### src/rtl/i2c_cwg_pkg.sv
package i2c_cwg_pkg;
  localparam int DIV_W_DEF = 8;
  localparam int PRE_W_DEF = 3;
  localparam int CNT_W_DEF = 15;
  localparam int PHASE_OVERHEAD = 3;

  typedef enum logic {
    PH_LOW  = 1'b0,
    PH_HIGH = 1'b1
  } phase_e;
endpackage

### src/rtl/cwg_phase_len.sv
module cwg_phase_len #(
  parameter int DIV_W = 8,
  parameter int PRE_W = 3,
  parameter int CNT_W = 15
) (
  input  logic [DIV_W-1:0] div,
  input  logic [PRE_W-1:0] pre,
  output logic [CNT_W-1:0] len
);
  import i2c_cwg_pkg::*;

  localparam int SHIFT_MAX = (1 << PRE_W) - 1;
  localparam int FULL_W    = DIV_W + SHIFT_MAX + 1;

  logic [FULL_W-1:0] full;

  always_comb begin
    full = (FULL_W'(div) << pre) + FULL_W'(PHASE_OVERHEAD);
  end

  generate
    if (CNT_W >= FULL_W) begin : g_wide
      assign len = CNT_W'(full);
    end else begin : g_clamp
      localparam logic [FULL_W-1:0] MAXC = FULL_W'((1 << CNT_W) - 1);
      assign len = (full > MAXC) ? CNT_W'(MAXC) : CNT_W'(full);
    end
  endgenerate
endmodule

### src/rtl/cwg_phase_seq.sv
module cwg_phase_seq #(
  parameter int CNT_W = 15
) (
  input  logic             clk,
  input  logic             rst,
  input  logic             en,
  input  logic [CNT_W-1:0] len_low,
  input  logic [CNT_W-1:0] len_high,
  output logic             scl_o,
  output logic             low_stb_o,
  output logic             high_stb_o,
  output logic             mid_stb_o
);
  import i2c_cwg_pkg::*;

  logic             active_q;
  phase_e           phase_q;
  logic [CNT_W-1:0] cnt_q;
  logic [CNT_W-1:0] len_q;
  logic             last;
  logic [CNT_W-1:0] cnt_nx;

  assign last   = (cnt_q == len_q - CNT_W'(1));
  assign cnt_nx = cnt_q + CNT_W'(1);

  always_ff @(posedge clk) begin
    if (rst || !en) begin
      active_q   <= 1'b0;
      phase_q    <= PH_HIGH;
      cnt_q      <= '0;
      len_q      <= '0;
      low_stb_o  <= 1'b0;
      high_stb_o <= 1'b0;
      mid_stb_o  <= 1'b0;
    end else if (!active_q) begin
      active_q   <= 1'b1;
      phase_q    <= PH_LOW;
      cnt_q      <= '0;
      len_q      <= len_low;
      low_stb_o  <= 1'b1;
      high_stb_o <= 1'b0;
      mid_stb_o  <= 1'b0;
    end else if (last) begin
      cnt_q      <= '0;
      mid_stb_o  <= 1'b0;
      if (phase_q == PH_HIGH) begin
        phase_q    <= PH_LOW;
        len_q      <= len_low;
        low_stb_o  <= 1'b1;
        high_stb_o <= 1'b0;
      end else begin
        phase_q    <= PH_HIGH;
        len_q      <= len_high;
        low_stb_o  <= 1'b0;
        high_stb_o <= 1'b1;
      end
    end else begin
      cnt_q      <= cnt_nx;
      low_stb_o  <= 1'b0;
      high_stb_o <= 1'b0;
      mid_stb_o  <= (phase_q == PH_HIGH) && (cnt_nx == (len_q >> 1));
    end
  end

  assign scl_o = (phase_q == PH_HIGH);

  assert_idle_parked_R5: assert property (@(posedge clk) disable iff (rst)
    !en |=> (scl_o && !low_stb_o && !high_stb_o && !mid_stb_o));

  assert_one_strobe_R7: assert property (@(posedge clk) disable iff (rst)
    $onehot0({low_stb_o, high_stb_o, mid_stb_o}));

  assert_edge_has_strobe_R7: assert property (@(posedge clk) disable iff (rst)
    (en && $past(en) && !$stable(scl_o)) |-> (low_stb_o || high_stb_o));

  assert_low_stb_level_R7: assert property (@(posedge clk) disable iff (rst)
    low_stb_o |-> !scl_o);

  assert_mid_in_high_R8: assert property (@(posedge clk) disable iff (rst)
    (mid_stb_o || high_stb_o) |-> scl_o);

  assert_no_overflow_R4: assert property (@(posedge clk) disable iff (rst)
    active_q |-> (cnt_q < len_q));
endmodule

### src/rtl/i2c_clk_wavegen.sv
module i2c_clk_wavegen #(
  parameter int DIV_W = i2c_cwg_pkg::DIV_W_DEF,
  parameter int PRE_W = i2c_cwg_pkg::PRE_W_DEF,
  parameter int CNT_W = i2c_cwg_pkg::CNT_W_DEF,
  localparam int CFG_W = 2 * DIV_W + PRE_W
) (
  input  logic             clk,
  input  logic             rst,
  input  logic             en,
  input  logic [CFG_W-1:0] cfg,
  output logic             scl,
  output logic             phase_low_stb,
  output logic             phase_high_stb,
  output logic             mid_high_stb
);
  localparam int NPH   = 2;
  localparam int PRE_LO = 2 * DIV_W;

  logic [PRE_W-1:0] pre;
  logic [CNT_W-1:0] len [NPH];

  assign pre = cfg[PRE_LO +: PRE_W];

  genvar g;
  generate
    for (g = 0; g < NPH; g++) begin : g_len
      cwg_phase_len #(
        .DIV_W(DIV_W),
        .PRE_W(PRE_W),
        .CNT_W(CNT_W)
      ) u_len (
        .div(cfg[g*DIV_W +: DIV_W]),
        .pre(pre),
        .len(len[g])
      );
    end
  endgenerate

  cwg_phase_seq #(
    .CNT_W(CNT_W)
  ) u_seq (
    .clk       (clk),
    .rst       (rst),
    .en        (en),
    .len_low   (len[0]),
    .len_high  (len[1]),
    .scl_o     (scl),
    .low_stb_o (phase_low_stb),
    .high_stb_o(phase_high_stb),
    .mid_stb_o (mid_high_stb)
  );
endmodule

### config.mk
export PLATFORM = sky130hd
export DESIGN_NAME = i2c_clk_wavegen
export DESIGN_NICKNAME = d
export VERILOG_FILES = /design/src/rtl/i2c_cwg_pkg.sv /design/src/rtl/cwg_phase_len.sv /design/src/rtl/cwg_phase_seq.sv /design/src/rtl/i2c_clk_wavegen.sv
export SDC_FILE = /design/constraint.sdc
export NUM_CORES = 1
export LEC_CHECK = 0
export BUFFER_PORTS_ARGS = -buffer_cell sky130_fd_sc_hd__buf_2
export CAP_MARGIN = 15
export CORE_AREA = 2 2 80 82
export DETAILED_ROUTE_END_ITERATION = 12
export DIE_AREA = 0 0 82 84
export GPL_TIMING_DRIVEN = 0
export PLACE_DENSITY = 0.85
export REMOVE_ABC_BUFFERS = 1
export SLEW_MARGIN = 5
export SYNTH_ARGS = -nofsm -noshare
export SYNTH_HDL_FRONTEND = slang
export SYNTH_SLANG_ARGS = --single-unit
### constraint.sdc
create_clock -name clk -period 4.9 [get_ports clk]
set_input_delay 0.98 -clock clk [delete_from_list [all_inputs] [get_ports clk]]
set_output_delay 0.98 -clock clk [all_outputs]
set_load 0.05 [all_outputs]
== Yosys cells after proc, flatten, opt, wreduce, memory -nomap -nowiden ==
Cells that the tools add are included.
Operators by class
  shift-type cells: 2
  order comparisons: 2
  bitwise logic cells: 2
  add/subtract/negate cells: 4
  div/mod/pow operators: 0
  multiplexer cells: 12
  reduce and logical (&&, ||, !) cells: 5
  equality and inequality tests: 3
  $mul: 0
Operators by type and width (number)
  $mux W15: 5
  $add A16 B2 Y16 const B: 2
  $gt A16 B15 Y1 const B: 2
  $shl A8 B3 Y16: 2
  $add A15 B1 Y15 const B: 1
  $eq A15 B14 Y1: 1
  $eq A15 B15 Y1: 1
  $sub A15 B1 Y15 const B: 1
  $mux W1: 7
  $reduce_or A3 Y1: 2
  $ne A2 B2 Y1 const B: 1
  $not A1 Y1: 2
  $logic_and A1 B1 Y1: 1
  $logic_not A1 Y1: 1
  $logic_or A1 B1 Y1: 1
Word-level totals
  output and inout bits: 4
  latch bits: 0
  memories: 0
  logic and storage cells: 37
  input bits: 22
  memory bits (writable): 0
  bits in read-only memories: 0
  register bits: 35

== Logic depth before layout (Yosys ltp) ==
Gate-level depths: netlist of the first run.
  depth after elaboration: 7
  depth in mapped cells: 13
  depth with buffers taken out: 10

== By module ==
Synthesis of the first run repeated with hierarchy kept, for this count alone.
Second synthesis, totals
  cell total of the unflattened synthesis: 431
  area total of the unflattened synthesis: 3787.4 µm²
By module, submodules not included
  cwg_phase_seq: cells an instance 265, area each 2468.6 µm², times used 1
  cwg_phase_len: cells an instance 83, area each 659.4 µm², times used 2

== Least setup slack after synthesis of the first run ==
No wires, ideal clock.
  path kind: input to register
  from: in cfg[16]
  to: reg u_seq.len_q[8]
  slack: 1.428 ns
  data required time: 4.763 ns
  arrival time: 3.335 ns
  cell stages on the path: 13
  cells stage by stage: buf_2 buf_2 clkbuf_1 nor3_1 nand2_1 ha_1 or3_1 o32a_1 nor4_1 xor2_1 a21oi_1 o21ai_0 mux2i_1
Between the ends
  cells in the longest elaborated chain, start to end: 7
  elaborated cells on any way between the ends: 11
Ends and longest elaborated chain
  start: declaration: RTL line i2c_clk_wavegen.sv:10  | input logic [CFG_W-1:0] cfg,
  $shl A8 B3 Y16: RTL line cwg_phase_len.sv:18  | full = (FULL_W'(div) << pre) + FULL_W'(PHASE_OVERHEAD);
  $add A16 B2 Y16: RTL line cwg_phase_len.sv:18
  $gt A16 B15 Y1: RTL line cwg_phase_len.sv:26  | assign len = (full > MAXC) ? CNT_W'(MAXC) : CNT_W'(full);
  $mux W15: RTL line cwg_phase_len.sv:26
  $mux W15: RTL line cwg_phase_seq.sv:46  | if (phase_q == PH_HIGH) begin
  $mux W15: RTL line cwg_phase_seq.sv:43  | end else if (last) begin
  $mux W15 *: RTL line cwg_phase_seq.sv:35  | end else if (!active_q) begin
  end signal: assignment: RTL line cwg_phase_seq.sv:39  | len_q <= len_low;
  end signal: assignment: RTL line cwg_phase_seq.sv:48  | len_q <= len_low;
  end signal: assignment: RTL line cwg_phase_seq.sv:53  | len_q <= len_high;
  end: declaration: RTL line cwg_phase_seq.sv:19  | logic [CNT_W-1:0] len_q;
Mark *: on every way between the ends. The rest lies on a longest branch, timed or not. The select of a mux whose other input is x is not followed.
A chain may end at the register's enable or synchronous reset.

== Worst setup path after layout of the first run ==
Ends and elaborated chain as after synthesis.

==> results of run 1 <==
## worst reg2reg max path, cell delays in order, from the launching register on
cell	delay (ns)
dfxtp_1	0.37
inv_1	0.08
ha_1	0.27
nor4b_2	0.45
and4_2	0.32
a211oi_1	0.08
a211oi_1	0.28
a31oi_1	0.18
o31ai_4	1.01
mux2i_1	0.28
## report_power, final
group | internal, mW | switching, mW | leakage (nW) | total [mW]
Clock | 0.203 | 0.111 | 0.0644 | 0.314
Sequential | 0.291 | 0.0141 | 0.284 | 0.305
Combinational | 0.0967 | 0.140 | 1.00 | 0.237
## final timing paths
kind,startpoint,end
min reg2reg,u_seq.len_q[14]$_SDFFE_PN0P_,u_seq.len_q[14]$_SDFFE_PN0P_
max reg2reg,u_seq.len_q[0]$_SDFFE_PN0P_,u_seq.len_q[7]$_SDFFE_PN0P_
max,cfg[16],u_seq.len_q[8]$_SDFFE_PN0P_
min,u_seq.len_q[14]$_SDFFE_PN0P_,u_seq.len_q[14]$_SDFFE_PN0P_
## cell usage in the layout (no fill, tap or decap), types with 4 or more instances in the layout
cell type / count
dfxtp_1: 35
and2_1: 4
or4_1: 4
xnor2_1: 25
xor2_1: 27
inv_1: 7
nor2b_1: 4
nand2_1: 46
nand3_1: 20
o211ai_1: 10
nand2b_1: 8
nor3_2: 13
nor2_1: 18
and3_1: 5
ha_1: 4
nor3_1: 20
mux2i_1: 34
a31oi_1: 4
o21ai_0: 5
buf_2: 25
clkbuf_8: 5
a21oi_1: 10
mux4_2: 9
mux2_2: 8
nand4_1: 10
nor4_1: 9
## per-layer routing
metal,up-vias,part of all wire,track usage
met3,26,0.043,0.0379
met1,1496,0.44,0.356
li1,1556,-,-
met2,94,0.49,0.419
met4,0,0.028,0.100
met5,-,0,0
## registers in the layout, summed over array words and instances, names as in the netlist
signal / flops
u_seq.len_q: 15
u_seq.cnt_q: 15
u_seq.high_stb_o: 1
u_seq.scl_o: 1
u_seq.active_q: 1
u_seq.low_stb_o: 1
u_seq.mid_stb_o: 1
## synthesized netlist by cell type, drive strengths merged, types with 2 or more instances
cell type  instances  area share
a211o              2      0.0050
a211oi             3      0.0064
a21oi             10       0.014
a22oi              4       0.012
a31oi              4      0.0071
a32oi              2      0.0050
and2               4      0.0071
and3               5      0.0089
and4               3      0.0078
buf               11       0.022
clkbuf            24       0.026
dfxtp             35        0.20
ha                 4       0.014
inv                7      0.0075
mux2               8       0.026
mux2i             34       0.097
mux4               9       0.058
nand2             46       0.049
nand2b             8       0.014
nand3             20       0.028
nand3b             4       0.012
nand4             10       0.018
nor2              18       0.019
nor2b              5      0.0089
nor3              34       0.070
nor3b              3      0.0064
nor4               9       0.016
o2111ai            2      0.0050
o211ai            10       0.021
o21ai              5      0.0071
o311ai             2      0.0050
o31a               4       0.012
o31ai              4       0.012
or4                5       0.012
xnor2             25       0.062
xor2              27       0.067
## through the flow
stage                     hold slack [ns]  total power, mW   util  cells
after global routing                0.560            0.895  0.610    498
final                               0.532            0.856  0.610    498
after global placement              0.511            0.534  0.587    490
after floorplan                     0.474            0.478      -    388
after detailed placement            0.517            0.543  0.587    490
after CTS                           0.527            0.855  0.610    498
## layout make-up
cell class / count / area [um^2]
inverters: 8 / 30.0
well taps: 77 / 96.3
fillers: 548 / 2380
flip-flops and latches: 35 / 701
multi-input cells: 345 / 2630
clock inverters: 3 / 67.6
clock buffers: 5 / 68.8
repair buffers: 25 / 125
## cell families (layout without fill, tap and decap cells)
logic type	Yosys count	after routing
simple gates	177	177
compound gates	61	61
xor+xnor	52	52
mux	51	51
buf+inv	43	41
flops	35	35
fa+ha+maj	4	4
==> qor.yml, run 1 <==
status:
  status: "complete, no violations"
setup_path:
  crit_path_start_kind: "primary input"
  r2r.worst_path.cells: 9
  timing_worst_setup_path_type: "primary input to flip-flop"
  critPathRequiredTime_ns: 5.04
  rrSetupSlack_ns: 1.51
  critical_path_buf_inv_count: 1
  path_cells: "buf_2 > mux2_2 > nand2_1 > ha_1 > or3_1 > o32a_1 > nor4_1 > xor2_1 > a21oi_1 > o21ai_0 > mux2i_1"
  worstPathArrival_ns: 3.64
  critical-path-top-delay-family: "simple AND/OR/NAND/NOR gates"
  slowest_delay_ns: 0.58
  critPathSlowestCell: "buf_2"
  worstPathMaxFanout: 36
  crit_cells: 11
  crit_path_end_kind: "flip-flop"
layout:
  final_area_um2: 3720
  drive_gt1_frac: 0.173
  diodes: 0
  syn_to_final_growth_pct: 5.47
  final_nets: 446
clocking:
  cts_buffer_depth: 2
  cts_made_buffers: 5
  h-tree-depth: 2
  ctsHoldBuffers: 0
  clkTransAtPathRegs_ns: 0.07
  cts_num_sinks: 35
  clk_latency_ns: 0.29
  tritoncts: "yes"
  cts_root_buf: "clkbuf_8"
  cts-resized-gates: 0
  post_cts_buffers: 0
detailed_routing:
  drtIter0Drc: 247
  route.detailed.drc: 0
  dr.pass1.iters: 4
  ant_nets: 0
  totalWireLength_mm: 8.62
  vias_per_cell: 6.37
  wl_per_cell_um: 17.3
  num_vias: 3172
global_routing:
  grt_antenna_before_repair: 0
  grt_max_degree: 37
  grt.total_usage: 0.264
  grt_pass1_vias: 3078
  overflow: 0
  grt_first_pass_wirelength_mm: 14.8
job:
  cap_violations: 0
sta:
  max-slew-margin-rel: 0.193
  skew_ns: 0.00382
  setup_violations: 0
  worstMarginPinSlew_ns: 1.21
  min_period_ns: 3.51
  final.period_utilization: 0.716
  slew_violations: 0
  hold_viol: 0
  rsz0062_at_grt: "false"
  fin_ws_ns: 1.39
  finalSetupTns_ns: 0
  max_freq_ghz: 0.285
floorplanning:
  die_w_um: 82
  start_util: 0.578
  core_um2: 6100
  dieArea_um2: 6890
  row_count: 29
  io_pins: 26
  die_h_um: 84
synth:
  yosys_warnings: 0
  synth_mux_area_frac: 0.180
  synth-seq-area-share: 0.199
  synth-edff-count: 0
  synth_compound_area_frac: 0.136
  ys_async_sr_fraction: 0
  ys_seq_elements: 35
  yosysUniqueCellTypes: 59
  yosys.area_share.simple: 0.286
  synth_top_family_by_area: "simple AND/OR/NAND/NOR gates"
  synthCells: 423
  synth_area_per_cell_um2: 8.33
  yosys.area_share.adder: 0.0142
  synth_xor_area_frac: 0.129
  synth_area_um2: 3520
  synthFlopType: "dfxtp_1"
place:
  routabilityCongestion: 0.922
  post-place-ws_ns: 1.13
  portBuffers: 25
  place_area_um2: 3580
  hpwl_mm: 6.22
min_path:
  hold_depth: 2
  hp-class: "flip-flop to flip-flop"
power_and_ir_drop:
  pwr_density_cell_nw_per_um2: 230
  power_leakage_nw: 1.35
  peakVddDrop_mv: 0.286
No activity file was read; power rests on OpenSTA's default activity.
==> run 2, diff against run 1 <==
==> constraint.sdc (replaced) <==
create_clock -name clk -period 3.28 [get_ports clk]
set_input_delay 0.656 -clock clk [delete_from_list [all_inputs] [get_ports clk]]
set_output_delay 0.656 -clock clk [all_outputs]
set_load 0.05 [all_outputs]
==> run 2 against run 1 <==
Effect of this change: critical endpoint unchanged; hold slack got worse by 0.0026 ns; largest cell class unchanged; wire length rose by 1.6%; first-iteration DRC count fell by 2.0%; sequential power rose by 50%; power rose by 50%; clock power rose by 50%; sequential share of layout area fell by 0.15 points.
==> qor.yml, run 2 (synthesis results as in run 1) <==
status:
  status: "complete, no violations"
sta:
  setup_violations: 0
  hold_viol: 0
  worstMarginPinSlew_ns: 1.19
  skew_ns: 0.00439
  max_freq_ghz: 0.339
  slew_violations: 0
  whs_ns: 0.529
  min_period_ns: 2.95
  final.period_utilization: 0.898
  max-slew-margin-rel: 0.206
  rsz0062_at_grt: "false"
floorplanning:
  die_h_um: 84
  row_count: 29
  io_pins: 26
  start_util: 0.578
  die_w_um: 82
  dieArea_um2: 6890
  core_um2: 6100
layout:
  syn_to_final_growth_pct: 6.32
  fin_util: 0.615
  final_common_cell: "nand2_1"
  final_nets: 448
  layout_common_cells: "nand2_1, dfxtp_1, mux2i_1"
  stdcell_count: 500
  diodes: 0
  drive_gt1_frac: 0.177
  reg.largest.list: "u_seq.cnt_q: 15 flops, u_seq.len_q: 15 flops"
clocking:
  tritoncts: "yes"
  cts_made_buffers: 5
  ctsHoldBuffers: 0
  clkTransAtPathRegs_ns: 0.07
  cts_buffer_depth: 2
  cts_num_sinks: 35
  clk_latency_ns: 0.29
  cts_root_buf: "clkbuf_8"
  h-tree-depth: 2
power_and_ir_drop:
  power_leakage_nw: 1.37
  peakVddDrop_mv: 0.436
  pwr_density_cell_nw_per_um2: 344
detailed_routing:
  wl_per_cell_um: 17.5
  num_vias: 3221
  route.detailed.drc: 0
  vias_per_cell: 6.44
  ant_nets: 0
  drtIter0Drc: 242
  dr.pass1.iters: 4
  totalWireLength_mm: 8.76
setup_path:
  timing_worst_setup_path_type: "primary input to flip-flop"
  critPathSlowestCell: "clkbuf_4"
  r2r.worst_path.cells: 9
  slowest_delay_ns: 0.42
  rr_startpoint: "u_seq.len_q[0]$_SDFFE_PN0P_"
  critical_path_buf_inv_count: 1
  worstPathArrival_ns: 3.12
  crit_path_end_kind: "flip-flop"
  rrSetupSlack_ns: 0.39
  worstPathMaxFanout: 36
  path_cells: "clkbuf_4 > mux2_2 > nand2_1 > ha_1 > or3_1 > o32a_1 > nor4_1 > xor2_1 > a21oi_1 > o21ai_0 > mux2i_1"
  r2r_end: "u_seq.len_q[12]$_SDFFE_PN0P_"
  critical-path-top-delay-family: "simple AND/OR/NAND/NOR gates"
  crit_path_start_kind: "primary input"
  critPathRequiredTime_ns: 3.45
global_routing:
  grt_max_degree: 37
  grt_util_met1: 0.356
  grt_first_pass_wirelength_mm: 15.0
  grt.total_usage: 0.268
  met2_usage: 0.422
  overflow: 0
  use_met3: 0.0411
  top_usage_layer: "met2"
  grt_antenna_before_repair: 0
  grt_pass1_vias: 3131
place:
  dp_cells: 490
  routabilityCongestion: 0.922
  portBuffers: 25
  hpwl_mm: 6.22
min_path:
  min-delay-start: "u_seq.len_q[14]$_SDFFE_PN0P_"
  holdPathEnd: "u_seq.len_q[14]$_SDFFE_PN0P_"
  hp-class: "flip-flop to flip-flop"
  hold_depth: 2
job:
  cap_violations: 0
run 2: changes by cell type in the layout (fill, tap and decap cells not counted), sizes merged:
cell | previous run | this run
buf | 25 | 26
clkbuf | 5 | 6
run 2: repair_timing:
| item | 4_1_cts | 5_1_grt |
|---|---|---|
| resized for setup | 0 | 1 |
| setup endpoints to repair | 9 | 1 |
| pin swaps | 1 | 0 |
| hold endpoints to repair | 0 | 0 |
| buffers inserted | 2 | 0 |
run 2: worst max-delay path by stage:
stage	start	endpoint	slack, ns	cells after the start
floorplan	u_seq.len_q[0]$_SDFFE_PN0P_	u_seq.len_q[9]$_SDFFE_PN0P_	0.60	9
global route	u_seq.len_q[1]$_SDFFE_PN0P_	u_seq.mid_stb_o$_SDFF_PP0_	0.11	10
CTS	cfg[16]	u_seq.len_q[8]$_SDFFE_PN0P_	0.17	11
global placement	cfg[16]	u_seq.len_q[8]$_SDFFE_PN0P_	-0.09	11
detailed placement	cfg[16]	u_seq.len_q[8]$_SDFFE_PN0P_	-0.17	11
finish	cfg[16]	u_seq.len_q[8]$_SDFFE_PN0P_	0.33	11
run 2: final cells by class:
cell class	count	area, um^2
clock buffers	5	68.8
clock inverters	3	67.6
fillers	539	2350
inverters	8	30.0
multi-input cells	345	2630
flip-flops and latches	35	701
well taps	77	96.3
repair buffers	27	155
run 2: tightest hold or removal path: cells and delay by family (launching register included):
family / cells / cell delay (ns)
and+or+nand+nor: 1 / 0.07
DFF: 1 / 0.36
muxes: 1 / 0.06
run 2: through the flow:
step | power (mW) | worst slack (ns) | setup TNS, ns | cell area (um^2)
final | 1.29 | 0.334 | 0 | 3750
after global routing | 1.34 | 0.109 | 0 | 3750
after CTS | 1.28 | 0.169 | 0 | 3740
after detailed placement | 0.811 | -0.166 | -0.383 | 3580
after global placement | 0.798 | -0.0949 | -0.0949 | 3580
after floorplan | 0.714 | 0.601 | 0 | 3360
run 2: where the power goes:
part | switching [mW] | internal (mW)
Sequential | 0.0216 | 0.435
Clock | 0.169 | 0.303
Combinational | 0.211 | 0.148
Total | 0.401 | 0.886
run 2: per-layer routing:
metal,vias up,routed length (um)
li1,1562,-
met1,1536,3850
met2,98,4370
met3,25,303
met4,0,233
met5,-,0
